### src/rtl/dac_port_pkg.sv
package dac_port_pkg;
  parameter int FRAME_W = 24;
  parameter int ADDR_W  = 3;
  parameter int DATA_W  = FRAME_W - 1 - ADDR_W;
  parameter int CODE_W  = 16;

  typedef enum logic [ADDR_W-1:0] {
    ADR_NOP  = 3'd0,
    ADR_CODE = 3'd1,
    ADR_CTRL = 3'd2,
    ADR_CLR  = 3'd3,
    ADR_SW   = 3'd4
  } reg_addr_e;

  typedef struct packed {
    logic              rd;
    logic [ADDR_W-1:0] addr;
    logic [DATA_W-1:0] data;
  } frame_t;
endpackage

### src/rtl/dps_sync.sv
module dps_sync #(
  parameter int   STAGES = 2,
  parameter logic RST    = 1'b0
) (
  input  logic clk,
  input  logic rst_n,
  input  logic d_i,
  output logic q_o
);
  logic [STAGES-1:0] q;

  always_ff @(posedge clk or negedge rst_n) begin
    if (!rst_n) q <= {STAGES{RST}};
    else        q <= {q[STAGES-2:0], d_i};
  end

  assign q_o = q[STAGES-1];
endmodule

### src/rtl/dps_shifter.sv
module dps_shifter
  import dac_port_pkg::*;
(
  input  logic               clk,
  input  logic               rst_n,
  input  logic               sclk_s,
  input  logic               sync_n_s,
  input  logic               sdi_s,
  input  logic [FRAME_W-1:0] load_word,
  output logic               frame_ok,
  output logic [FRAME_W-1:0] frame_word,
  output logic               sdo
);
  localparam int CNT_W   = $clog2(FRAME_W + 2);
  localparam int CNT_MAX = FRAME_W + 1;

  logic               sclk_d, sync_d, active_q;
  logic [CNT_W-1:0]   cnt_q;
  logic [FRAME_W-1:0] rx_q, tx_q;
  logic               start, stop, s_rise, s_fall;

  assign start  = sync_d & ~sync_n_s;
  assign stop   = ~sync_d & sync_n_s;
  assign s_rise = ~sclk_d & sclk_s;
  assign s_fall = sclk_d & ~sclk_s;

  always_ff @(posedge clk or negedge rst_n) begin
    if (!rst_n) begin
      sclk_d   <= 1'b1;
      sync_d   <= 1'b1;
      active_q <= 1'b0;
      cnt_q    <= '0;
      rx_q     <= '0;
      tx_q     <= '0;
    end else begin
      sclk_d <= sclk_s;
      sync_d <= sync_n_s;
      if (start) begin
        active_q <= 1'b1;
        cnt_q    <= '0;
        tx_q     <= load_word;
      end else if (stop) begin
        active_q <= 1'b0;
      end else if (active_q) begin
        if (s_fall) begin
          rx_q <= {rx_q[FRAME_W-2:0], sdi_s};
          if (cnt_q != CNT_W'(CNT_MAX)) cnt_q <= cnt_q + 1'b1;
        end
        if (s_rise && cnt_q != '0) tx_q <= {tx_q[FRAME_W-2:0], 1'b0};
      end
    end
  end

  assign frame_ok   = stop & active_q & (cnt_q == CNT_W'(FRAME_W));
  assign frame_word = rx_q;
  assign sdo        = active_q & tx_q[FRAME_W-1];

  AST_CNT_SATURATES: assert property (@(posedge clk) disable iff (!rst_n)
    cnt_q <= CNT_W'(CNT_MAX));
  AST_START_CLEARS_COUNT: assert property (@(posedge clk) disable iff (!rst_n)
    start |=> (cnt_q == '0) && active_q);
  AST_TX_HOLDS: assert property (@(posedge clk) disable iff (!rst_n)
    active_q && !start && !stop && !s_rise |=> $stable(tx_q));
endmodule

### src/rtl/dps_regs.sv
module dps_regs
  import dac_port_pkg::*;
#(
  parameter logic [CODE_W-1:0] ZERO_CODE = 16'h8000
) (
  input  logic               clk,
  input  logic               rst_n,
  input  logic               frame_ok,
  input  logic [FRAME_W-1:0] frame_word,
  output logic [CODE_W-1:0]  code_o,
  output logic               upd_o,
  output logic [DATA_W-1:0]  sw_o,
  output logic [FRAME_W-1:0] rb_o
);
  localparam int PAD_W = DATA_W - CODE_W;

  frame_t            f;
  reg_addr_e         a;
  logic [CODE_W-1:0] code_q;
  logic [DATA_W-1:0] ctrl_q, clr_q, sw_q;
  logic [FRAME_W-1:0] rb_q, rb_next;
  logic              upd_q;

  assign f = frame_t'(frame_word);
  assign a = reg_addr_e'(f.addr);

  always_comb begin
    rb_next = '0;
    if (f.rd) begin
      case (a)
        ADR_CODE: rb_next = {1'b1, f.addr, code_q, {PAD_W{1'b0}}};
        ADR_CTRL: rb_next = {1'b1, f.addr, ctrl_q};
        ADR_CLR:  rb_next = {1'b1, f.addr, clr_q};
        default:  rb_next = '0;
      endcase
    end
  end

  always_ff @(posedge clk or negedge rst_n) begin
    if (!rst_n) begin
      code_q <= ZERO_CODE;
      ctrl_q <= '0;
      clr_q  <= '0;
      sw_q   <= '0;
      rb_q   <= '0;
      upd_q  <= 1'b0;
    end else begin
      upd_q <= 1'b0;
      if (frame_ok) begin
        rb_q <= rb_next;
        if (!f.rd) begin
          case (a)
            ADR_CODE: begin
              code_q <= f.data[DATA_W-1:PAD_W];
              upd_q  <= 1'b1;
            end
            ADR_CTRL: ctrl_q <= f.data;
            ADR_CLR:  clr_q  <= f.data;
            ADR_SW:   sw_q   <= f.data;
            default: ;
          endcase
        end
      end
    end
  end

  assign code_o = code_q;
  assign upd_o  = upd_q;
  assign sw_o   = sw_q;
  assign rb_o   = rb_q;

  AST_UNDEF_KEEPS_REGS: assert property (@(posedge clk) disable iff (!rst_n)
    frame_ok && !f.rd && f.addr > 3'd4 |=> $stable(code_q) && $stable(ctrl_q) && $stable(clr_q) && $stable(sw_q));
  AST_CODE_ONLY_ON_WRITE: assert property (@(posedge clk) disable iff (!rst_n)
    !(frame_ok && !f.rd && f.addr == 3'd1) |=> $stable(code_q));
  AST_BAD_READ_ZERO: assert property (@(posedge clk) disable iff (!rst_n)
    frame_ok && f.rd && f.addr >= 3'd4 |=> rb_q == '0);
  AST_NO_FRAME_KEEPS_RB: assert property (@(posedge clk) disable iff (!rst_n)
    !frame_ok |=> $stable(rb_q));
endmodule

### src/rtl/dps_segdec.sv
module dps_segdec #(
  parameter int CODE_W   = 16,
  parameter int SEG_BITS = 6,
  localparam int SEG_N   = (1 << SEG_BITS) - 1,
  localparam int LSB_W   = CODE_W - SEG_BITS
) (
  input  logic [CODE_W-1:0] code_i,
  output logic [SEG_N-1:0]  seg_o,
  output logic [LSB_W-1:0]  lsb_o
);
  logic [SEG_BITS-1:0] top;
  assign top = code_i[CODE_W-1:LSB_W];

  for (genvar i = 0; i < SEG_N; i++) begin : g_seg
    assign seg_o[i] = (top > SEG_BITS'(i));
  end

  assign lsb_o = code_i[LSB_W-1:0];
endmodule

### src/rtl/dac_serial_port.sv
module dac_serial_port
  import dac_port_pkg::*;
#(
  parameter logic [15:0] ZERO_CODE = 16'h8000
) (
  input  logic        clk,
  input  logic        rst_n,
  input  logic        sclk_i,
  input  logic        sync_n_i,
  input  logic        sdi_i,
  output logic        sdo_o,
  output logic [15:0] dac_code_o,
  output logic        dac_upd_o,
  output logic [62:0] dac_seg_o,
  output logic [9:0]  dac_lsb_o,
  output logic [19:0] swctrl_o
);
  logic sclk_s, sync_n_s, sdi_s, frame_ok;
  logic [FRAME_W-1:0] frame_word, rb_word;

  dps_sync #(.STAGES(2), .RST(1'b1)) u_sync_sclk (.clk(clk), .rst_n(rst_n), .d_i(sclk_i),   .q_o(sclk_s));
  dps_sync #(.STAGES(2), .RST(1'b1)) u_sync_fs   (.clk(clk), .rst_n(rst_n), .d_i(sync_n_i), .q_o(sync_n_s));
  dps_sync #(.STAGES(2), .RST(1'b0)) u_sync_sdi  (.clk(clk), .rst_n(rst_n), .d_i(sdi_i),    .q_o(sdi_s));

  dps_shifter u_shift (
    .clk(clk), .rst_n(rst_n), .sclk_s(sclk_s), .sync_n_s(sync_n_s), .sdi_s(sdi_s),
    .load_word(rb_word), .frame_ok(frame_ok), .frame_word(frame_word), .sdo(sdo_o)
  );

  dps_regs #(.ZERO_CODE(ZERO_CODE)) u_regs (
    .clk(clk), .rst_n(rst_n), .frame_ok(frame_ok), .frame_word(frame_word),
    .code_o(dac_code_o), .upd_o(dac_upd_o), .sw_o(swctrl_o), .rb_o(rb_word)
  );

  dps_segdec #(.CODE_W(CODE_W), .SEG_BITS(6)) u_seg (
    .code_i(dac_code_o), .seg_o(dac_seg_o), .lsb_o(dac_lsb_o)
  );

  AST_SEG_COUNT: assert property (@(posedge clk) disable iff (!rst_n)
    $countones(dac_seg_o) == int'(dac_code_o[15:10]));
  AST_UPD_SINGLE: assert property (@(posedge clk) disable iff (!rst_n)
    dac_upd_o |=> !dac_upd_o);
  AST_SDO_IDLE: assert property (@(posedge clk) disable iff (!rst_n)
    sync_n_s && $past(sync_n_s) |-> !sdo_o);
endmodule

### config.mk
export PLATFORM = sky130hd
export DESIGN_NAME = dac_serial_port
export DESIGN_NICKNAME = d
export VERILOG_FILES = /design/src/rtl/dac_port_pkg.sv /design/src/rtl/dps_sync.sv /design/src/rtl/dps_shifter.sv /design/src/rtl/dps_regs.sv /design/src/rtl/dps_segdec.sv /design/src/rtl/dac_serial_port.sv
export SDC_FILE = /design/constraint.sdc
export NUM_CORES = 1
export LEC_CHECK = 0
export BUFFER_PORTS_ARGS = -buffer_cell sky130_fd_sc_hd__buf_2
export CAP_MARGIN = 0
export CORE_MARGIN = 5
export CORE_UTILIZATION = 57
export CTS_CLUSTER_SIZE = 20
export DETAILED_ROUTE_END_ITERATION = 7
export PLACE_DENSITY = 0.81
export SYNTH_ARGS = -nofsm -noshare
export SYNTH_HDL_FRONTEND = slang
export SYNTH_SLANG_ARGS = --single-unit
### constraint.sdc
create_clock -name clk -period 2.3 [get_ports clk]
set_input_delay 0.115 -clock clk [delete_from_list [all_inputs] [get_ports clk]]
set_output_delay 0.115 -clock clk [all_outputs]
set_load 0.02 [all_outputs]
==> results of run 1 <==
## cell families after synthesis
logic type	Yosys count	synth area share, %
flops	163	52.4
buf+inv	83	4.86
fa+ha+maj	6	0.962
simple gates	150	11.1
compound gates	134	12.3
mux	130	18.4
## worst paths after layout
kind	from	end	slack [ns]
max	u_regs.code_o[11]$_DFFE_PN0P_	dac_seg_o[40]	0.03
min	rst_n	u_shift.cnt_q[2]$_DFFE_PN0P_	0.25
max reg2reg	u_sync_fs.q[1]$_DFF_PN1_	u_shift.tx_q[4]$_DFFE_PN0P_	0.20
min reg2reg	u_sync_sdi.q[0]$_DFF_PN0_	u_sync_sdi.q[1]$_DFF_PN0_	0.35
max in group asynchronous	rst_n	u_regs.code_o[7]$_DFFE_PN0P_	1.35
min in group clk	sclk_i	u_sync_sclk.q[0]$_DFF_PN1_	0.33
## placed cells by master (no fill, tap or decap), types with 5 or more instances in the layout
master and instances:
o21bai_1 10, mux2i_1 22, a21boi_0 11, dfrtp_1 156, dfstp_2 7, buf_2 114
nand2_1 29, o21ai_0 16, o31ai_1 5, a211oi_1 22, nand3_1 7, ha_1 6
nand2b_1 8, clkbuf_16 17, inv_6 8, nor2b_1 8, buf_4 22, inv_1 14
or2_2 5, mux2_2 108, a21oi_1 9, a22o_1 24, nor2_1 45, o22ai_1 22
nor4b_1 22
## power breakdown
group	internal, W	switching [W]	leakage [nW]	total [W]
Sequential	0.00300	0.000137	2.21	0.00314
Clock	0.00147	0.00120	0.277	0.00267
Combinational	0.000236	0.000321	2.09	0.000557
## metrics by stage
| step | setup WS, ns | TNS, ns | utilization, % | power, W | hold WS, ns |
|---|---|---|---|---|---|
| after floorplan | 0.365 | 0 | - | 0.00354 | -0.181 |
| after global placement | 0.317 | 0 | 63.9 | 0.00368 | 0.135 |
| after detailed placement | 0.258 | 0 | 63.9 | 0.00373 | 0.135 |
| after CTS | 0.0998 | 0 | 68.4 | 0.00640 | 0.270 |
| after global routing | -0.0628 | -0.125 | 68.4 | 0.00661 | 0.301 |
| final | 0.0270 | 0 | 68.4 | 0.00637 | 0.246 |
## routing by layer
metal	vias to the layer above	track usage (%)	part of all wire (%)
met1	2950	31.4	44
met4	0	7.32	1.4
met2	180	34.9	50
met3	31	4.09	4.4
met5	-	0	0
li1	2594	-	-
## area by class of cell
| type | count | area (um2) | area share [%] |
|---|---|---|---|
| Clock buffer | 19 | 453 | 4.96 |
| Clock inverter | 13 | 113 | 1.23 |
| Inverter | 15 | 56.3 | 0.616 |
| Multi-Input combinational cell | 420 | 3360 | 36.8 |
| Sequential cell | 163 | 4090 | 44.8 |
| Tap cell | 176 | 220 | 2.41 |
| Timing Repair Buffer | 144 | 847 | 9.27 |
## critical path: stages (launching register included)
cell	delay (ns)
dfrtp_1	0.59
nor3_1	0.63
o21ai_0	0.17
and2_1	0.19
buf_2	0.15
## state kept, by name, summed over array words and instances, names as in the netlist, 2 cells and up
signal              cells
u_regs.rb_o            24
u_shift.frame_word     24
u_shift.tx_q           24
u_regs.clr_q           20
u_regs.ctrl_q          20
u_regs.sw_o            20
u_regs.code_o          16
u_shift.cnt_q           5
u_sync_fs.q             2
u_sync_sclk.q           2
u_sync_sdi.q            2
## repair_timing
item | in CTS | in global routing
gates resized for setup | 0 | 0
endpoints found under the hold margin | 58 | 0
setup endpoints to repair | 0 | 2
buffers inserted | 0 | 0
hold buffers | 4 | 0
==> flow_summary.json, run 1 <==
{
  "crit_fanout": 17,
  "die_area_mm2": 0.0161,
  "yosysMostFrequentCell": "dfrtp_1",
  "die_width_um": 127,
  "final_cell_area_mm2": 0.00913,
  "fin_crit_sh_pct": 98.8,
  "grt_max_degree": 64,
  "grt-ovfl-total": 0,
  "ir_drop_v": 0.000598,
  "worstPathArrival_ns": 2.16,
  "max-cap-violations": 0,
  "port_buffers": 115,
  "synth_edf_count": 0,
  "root_buffer": "clkbuf_16",
  "async_flop_share_pct": 100,
  "area_growth_pct": 17.0,
  "fillers": 949,
  "cts.path.max_buffers": 2,
  "track_usage_pct": 22.2,
  "cts_tree": "yes",
  "synth_area_mm2": 0.00780,
  "ff2ff_path_depth": 6,
  "wl_per_cell_um": 18.7,
  "dp.cells": 914,
  "setup_violations": 0,
  "gp_congestion": 0.848,
  "crit_type": "flop to output port",
  "hold_viol_final": 0,
  "postSynthAreaPerCell_um2": 11.7,
  "first_global_vias": 5679,
  "synth_area_leader_cell": "dfrtp_1",
  "initialDrtViolationCount": 481,
  "ioPinCount": 116,
  "synthTopCellsByArea": "dfrtp_1 (50%), mux2_2 (16%), mux2i_1 (2.8%)",
  "endpoint_kind": "output port",
  "maxSlewViolCount": 0,
  "placed_area_mm2": 0.00853,
  "finish.net_count": 772,
  "synth_fp_nets": 677,
  "grt_pass1_wl_um": 29400,
  "slew_headroom_pct": 57.1,
  "antenna_left": 0,
  "routed-via-count": 5755,
  "stdcell_count": 950,
  "antenna_found_initial": 0,
  "ys_seq_elements": 163,
  "drt_pre_antenna_iters": 5,
  "post-route-min-period_ns": 2.27,
  "n_antenna_cell": 0,
  "cts_sinks": 163,
  "fin_skew_ns": 0.00983,
  "hold_class": "input pin to asynchronous set/reset pin",
  "fp.coreArea_mm2": 0.0133,
  "tightest_slew_ns": 0.639,
  "cts.clk_slew.worst_paths_ns": 0.06,
  "drcViolationCount": 0,
  "htreeDepth": 4,
  "leakagePower_nw": 4.57,
  "drive_gt1_share_pct": 38.9,
  "avgViaCountPerCell": 6.06,
  "status": "completed",
  "ys.flop_type": "dfrtp_1",
  "yosys.area.top_type_share_pct": 50.0,
  "start_util_pct": 58.5,
  "rsz0062_at_grt": "true",
  "clk_latency_ns": 0.43,
  "max_freq_mhz": 440,
  "cellPowerDensity_mw_per_mm2": 697,
  "synth.yosys.seq_area_share_pct": 52.4,
  "rows": 42,
  "dp_hpwl_um": 11900,
  "yosysUniqueCellTypes": 48,
  "syn_inst": 666,
  "yosysWarningCount": 0,
  "ys_top_cells_by_count": "dfrtp_1 (156), mux2_2 (108), nor2_1 (45), clkbuf_1 (38), nand2_1 (29)",
  "critPathLaunchType": "flop",
  "die_h_um": 127,
  "drt-total-wl_um": 17700,
  "cp_data_required_time_ns": 2.18,
  "cts_buffers": 17
}
(Power assumes the default switching activity.)
==> inputs of run 2 (changes only) <==
- CORE_UTILIZATION: 57 -> 59
- CTS_BUF_LIST: default -> sky130_fd_sc_hd__clkbuf_2
- PLACE_DENSITY: 0.81 -> 0.83
==> flow_summary.json, run 2 (synthesis results as in run 1) <==
{
  "crit_fanout": 6,
  "grt_pass1_wl_um": 29200,
  "setup_violations": 0,
  "final_cell_area_mm2": 0.00912,
  "finish.net_count": 797,
  "root_buffer": "clkbuf_2",
  "regArea_mm2": 0.00409,
  "r2r-start": "u_shift.cnt_q[0]$_DFFE_PN0P_",
  "clk_latency_ns": 0.73,
  "dp.cells": 911,
  "max_freq_mhz": 442,
  "drt_pre_antenna_iters": 5,
  "min_path_cells": 0,
  "holdPathEnd": "u_sync_sclk.q[1]$_DFF_PN1_",
  "tightest_slew_ns": 0.619,
  "endpoint_kind": "output port",
  "cts.path.max_buffers": 2,
  "most-common-layout-cells": "dfrtp_1 (151), buf_2 (115), mux2_2 (108)",
  "wl_per_cell_um": 18.8,
  "rows": 42,
  "initialDrtViolationCount": 497,
  "leakagePower_nw": 4.59,
  "cellPowerDensity_mw_per_mm2": 586,
  "crit_type": "flop to output port",
  "finalPower_w": 0.00535,
  "maxSlewViolCount": 0,
  "die_h_um": 125,
  "track_usage_pct": 22.5,
  "layout_commonest_cell": "dfrtp_1",
  "cts_buffers": 17,
  "ff2ff_path_depth": 7,
  "routed-via-count": 5874,
  "first_global_vias": 5707,
  "die_area_mm2": 0.0156,
  "fillers": 907,
  "grt-ovfl-total": 0,
  "antenna_found_initial": 0,
  "start_util_pct": 59.6,
  "grt_max_degree": 72,
  "multi_input_area_mm2": 0.00342,
  "drive_gt1_share_pct": 41.8,
  "cp_data_required_time_ns": 2.18,
  "placed_area_mm2": 0.00852,
  "cts_tree": "yes",
  "htreeDepth": 4,
  "r2r_slack_ns": 0.26,
  "avgViaCountPerCell": 6.04,
  "max-cap-violations": 0,
  "hp-start": "u_sync_sclk.q[0]$_DFF_PN1_",
  "ir_drop_v": 0.000421,
  "fin_skew_ns": 0.0183,
  "n_antenna_cell": 0,
  "fin_crit_sh_pct": 98.5,
  "stdcell_count": 973,
  "antenna_left": 0,
  "cts_sinks": 163,
  "die_width_um": 125,
  "finish.utilization_pct": 69.7,
  "status": "completed",
  "fp.coreArea_mm2": 0.0131,
  "area_growth_pct": 16.8,
  "ioPinCount": 116,
  "hold_viol_final": 0,
  "drt-total-wl_um": 18300,
  "slew_headroom_pct": 58.7,
  "hold_class": "flop to flop",
  "drcViolationCount": 0,
  "worstPathArrival_ns": 2.15,
  "cts.clk_slew.worst_paths_ns": 0.21,
  "critPathLaunchType": "flop",
  "rr_endpoint": "u_regs.code_o[13]$_DFFE_PN0P_",
  "port_buffers": 115,
  "gp_congestion": 0.826,
  "post-route-min-period_ns": 2.26,
  "fin_ws_ns": 0.0350,
  "dp_slack_ns": 0.291,
  "startpoint": "u_regs.code_o[12]$_DFFE_PN0P_",
  "rsz0062_at_grt": "true",
  "dp_hpwl_um": 12100
}
-- run 2: worst max-delay path, stage by stage, from the launching register on --
cell and delay (ns):
dfrtp_2 0.51, buf_2 0.19, nor3_4 0.24, buf_4 0.18
o21ai_0 0.10, buf_2 0.20
-- run 2: area by class of cell --
class	instances	area share, %
well taps	176	2.42
repair buffers	169	11.8
clock inverters	12	1.81
multi-input cells	420	37.5
clock buffers	18	0.988
inverters	15	0.618
flip-flops and latches	163	44.9
-- run 2: power by group --
group	leakage [nW]	switching [W]	internal, W
clock network	0.148	0.000940	0.000693
registers	2.20	0.000133	0.00300
logic	2.25	0.000329	0.000246
total	4.59	0.00140	0.00394
-- run 2: worst max-delay path by stage --
stage,endpoint,slack [ns],cells after the start
detailed placement,u_regs.code_o[13]$_DFFE_PN0P_,0.29,6
floorplan,dac_seg_o[46],0.37,3
global placement,u_regs.upd_o$_DFF_PN0_,0.31,5
CTS,dac_seg_o[40],0.001,4
global route,dac_seg_o[8],-0.07,5
finish,dac_seg_o[8],0.04,5
-- run 2: per-layer routing --
layer | global-route usage (%) | part of all wire, % | up-vias
met3 | 3.45 | 5.3 | 27
met4 | 7.27 | 1.5 | 0
li1 | - | - | 2648
met5 | 0 | 0 | -
met2 | 37.2 | 51 | 241
met1 | 30.9 | 43 | 2958
-- run 2: per-stage QoR --
| stage | hold WS (ns) | TNS (ns) |
|---|---|---|
| 6_report | 0.376 | 0 |
| 5_1_grt | 0.380 | -0.147 |
| 4_1_cts | 0.369 | 0 |
| 3_5_place_dp | 0.0364 | 0 |
| 3_3_place_gp | 0.0319 | 0 |
| 2_1_floorplan | -0.181 | 0 |
-- run 2: what timing repair did --
| action | in CTS | in global routing |
|---|---|---|
| gates resized for setup | 13 | 13 |
| endpoints found under the setup margin | 44 | 29 |
| pin swaps | 0 | 2 |
| endpoints found under the hold margin | 166 | 0 |
| setup buffers | 8 | 15 |
| hold buffers | 9 | 0 |
==> inputs of run 3 (changes only) <==
- CORE_UTILIZATION: 59 -> 63
- PLACE_DENSITY: 0.83 -> 0.88
- clock period: 2.3 -> 2.95 ns (I/O delays scaled with it)
==> flow_summary.json, run 3 (synthesis results as in run 1) <==
{
  "cts_tree": "yes",
  "regArea_mm2": 0.00409,
  "max-cap-violations": 0,
  "slew_headroom_pct": 46.6,
  "die_h_um": 121,
  "cellPowerDensity_mw_per_mm2": 472,
  "cts_sinks": 163,
  "dp_hpwl_um": 11700,
  "htreeDepth": 4,
  "cp_data_required_time_ns": 2.80,
  "die_width_um": 121,
  "rsz0062_at_grt": "false",
  "critPathLaunchType": "flop",
  "max_freq_mhz": 372,
  "antenna_found_initial": 0,
  "fp.coreArea_mm2": 0.0121,
  "n_antenna_cell": 0,
  "fin_skew_ns": 0.0287,
  "grt_max_degree": 72,
  "ir_drop_v": 0.000317,
  "drt-total-wl_um": 17500,
  "most-common-layout-cells": "dfrtp_1 (156), buf_2 (114), mux2_2 (108)",
  "routed-via-count": 5645,
  "layout_commonest_cell": "dfrtp_1",
  "endpoint_kind": "output port",
  "first_global_vias": 5539,
  "ioPinCount": 116,
  "cts.path.max_buffers": 2,
  "gp_congestion": 0.864,
  "finish.net_count": 768,
  "r2r-start": "u_shift.cnt_q[0]$_DFFE_PN0P_",
  "crit_type": "flop to output port",
  "multi_input_area_mm2": 0.00336,
  "cts_buffers": 17,
  "fin_crit_sh_pct": 91.2,
  "avgViaCountPerCell": 6.02,
  "hold_viol_final": 0,
  "port_buffers": 115,
  "start_util_pct": 64.7,
  "status": "completed",
  "grt-ovfl-total": 0,
  "track_usage_pct": 24.6,
  "setup_tns_ns": 0,
  "drt_pre_antenna_iters": 5,
  "post-route-min-period_ns": 2.69,
  "cts-resized-gates": 0,
  "wl_per_cell_um": 18.6,
  "setup_violations": 0,
  "leakagePower_nw": 4.43,
  "finish.utilization_pct": 72.9,
  "area_growth_pct": 12.7,
  "crit_fanout": 17,
  "cts.clk_slew.worst_paths_ns": 0.22,
  "root_buffer": "clkbuf_2",
  "hp-start": "sync_n_i",
  "grt_pass1_wl_um": 29000,
  "fillers": 787,
  "rows": 40,
  "die_area_mm2": 0.0147,
  "initialDrtViolationCount": 397,
  "drive_gt1_share_pct": 38.1,
  "startpoint": "u_regs.code_o[11]$_DFFE_PN0P_",
  "post-cts-setup-buffer-count": 0,
  "tightest_slew_ns": 0.796,
  "antenna_left": 0,
  "worstPathArrival_ns": 2.54,
  "drcViolationCount": 0,
  "clk_latency_ns": 0.70,
  "hold_class": "input pin to flop",
  "maxSlewViolCount": 0
}
run 3: what timing repair did:
action / in CTS / in global routing
endpoints found under the hold margin: 165 / 1
hold buffers: 7 / 1
setup endpoints to repair: 0 / 0
run 3: critical path, stage by stage, from the launching register on:
cell,delay [ns]
dfrtp_1,0.62
nor3_1,0.69
o21ai_0,0.18
and2_1,0.20
buf_2,0.16
run 3: per-stage QoR:
step	setup slack [ns]	instance area, um2	hold WS, ns	power (W)	instances
floorplan	0.983	7800	-0.148	0.00276	666
global placement	0.755	8430	0.158	0.00286	898
detailed placement	0.639	8430	0.175	0.00290	898
CTS	0.273	8790	0.0173	0.00417	937
global route	0.0642	8800	0.0128	0.00435	938
finish	0.259	8800	0.0842	0.00415	938
run 3: cell type report:
class	instances	share of cell area, %
Clock buffer	17	0.967
Clock inverter	15	2.05
Inverter	15	0.640
Multi-Input combinational cell	420	38.2
Sequential cell	163	46.5
Tap cell	168	2.39
Timing Repair Buffer	140	9.32
run 3: metal layers:
metal  routed length, um  GRT usage, %  share of wire (%)
met4                 236          7.35                1.3
met1                7610          33.7                 44
met3                 790          5.59                4.5
met2                8840          39.4                 51
met5                   0             0                  0
run 3: final timing paths:
check                           slack, ns                      endpoint  cells after the start
max in group asynchronous            1.97  u_regs.ctrl_q[6]$_DFFE_PN0P_                      4
worst max register to register       0.55    u_regs.rb_o[2]$_DFFE_PN0P_                      5
min in group asynchronous            0.56      u_shift.sclk_d$_DFF_PN1_                      3
worst min-delay path                 0.08      u_sync_fs.q[0]$_DFF_PN1_                      2
worst min register to register       0.37    u_sync_sclk.q[1]$_DFF_PN1_                      0
worst max-delay path                 0.26                 dac_seg_o[40]                      4
run 3: power by group:
part	switching, W	leakage, nW	internal [W]
registers	0.000103	2.21	0.00234
logic	0.000250	2.07	0.000185
clock network	0.000786	0.153	0.000482
total	0.00114	4.43	0.00301
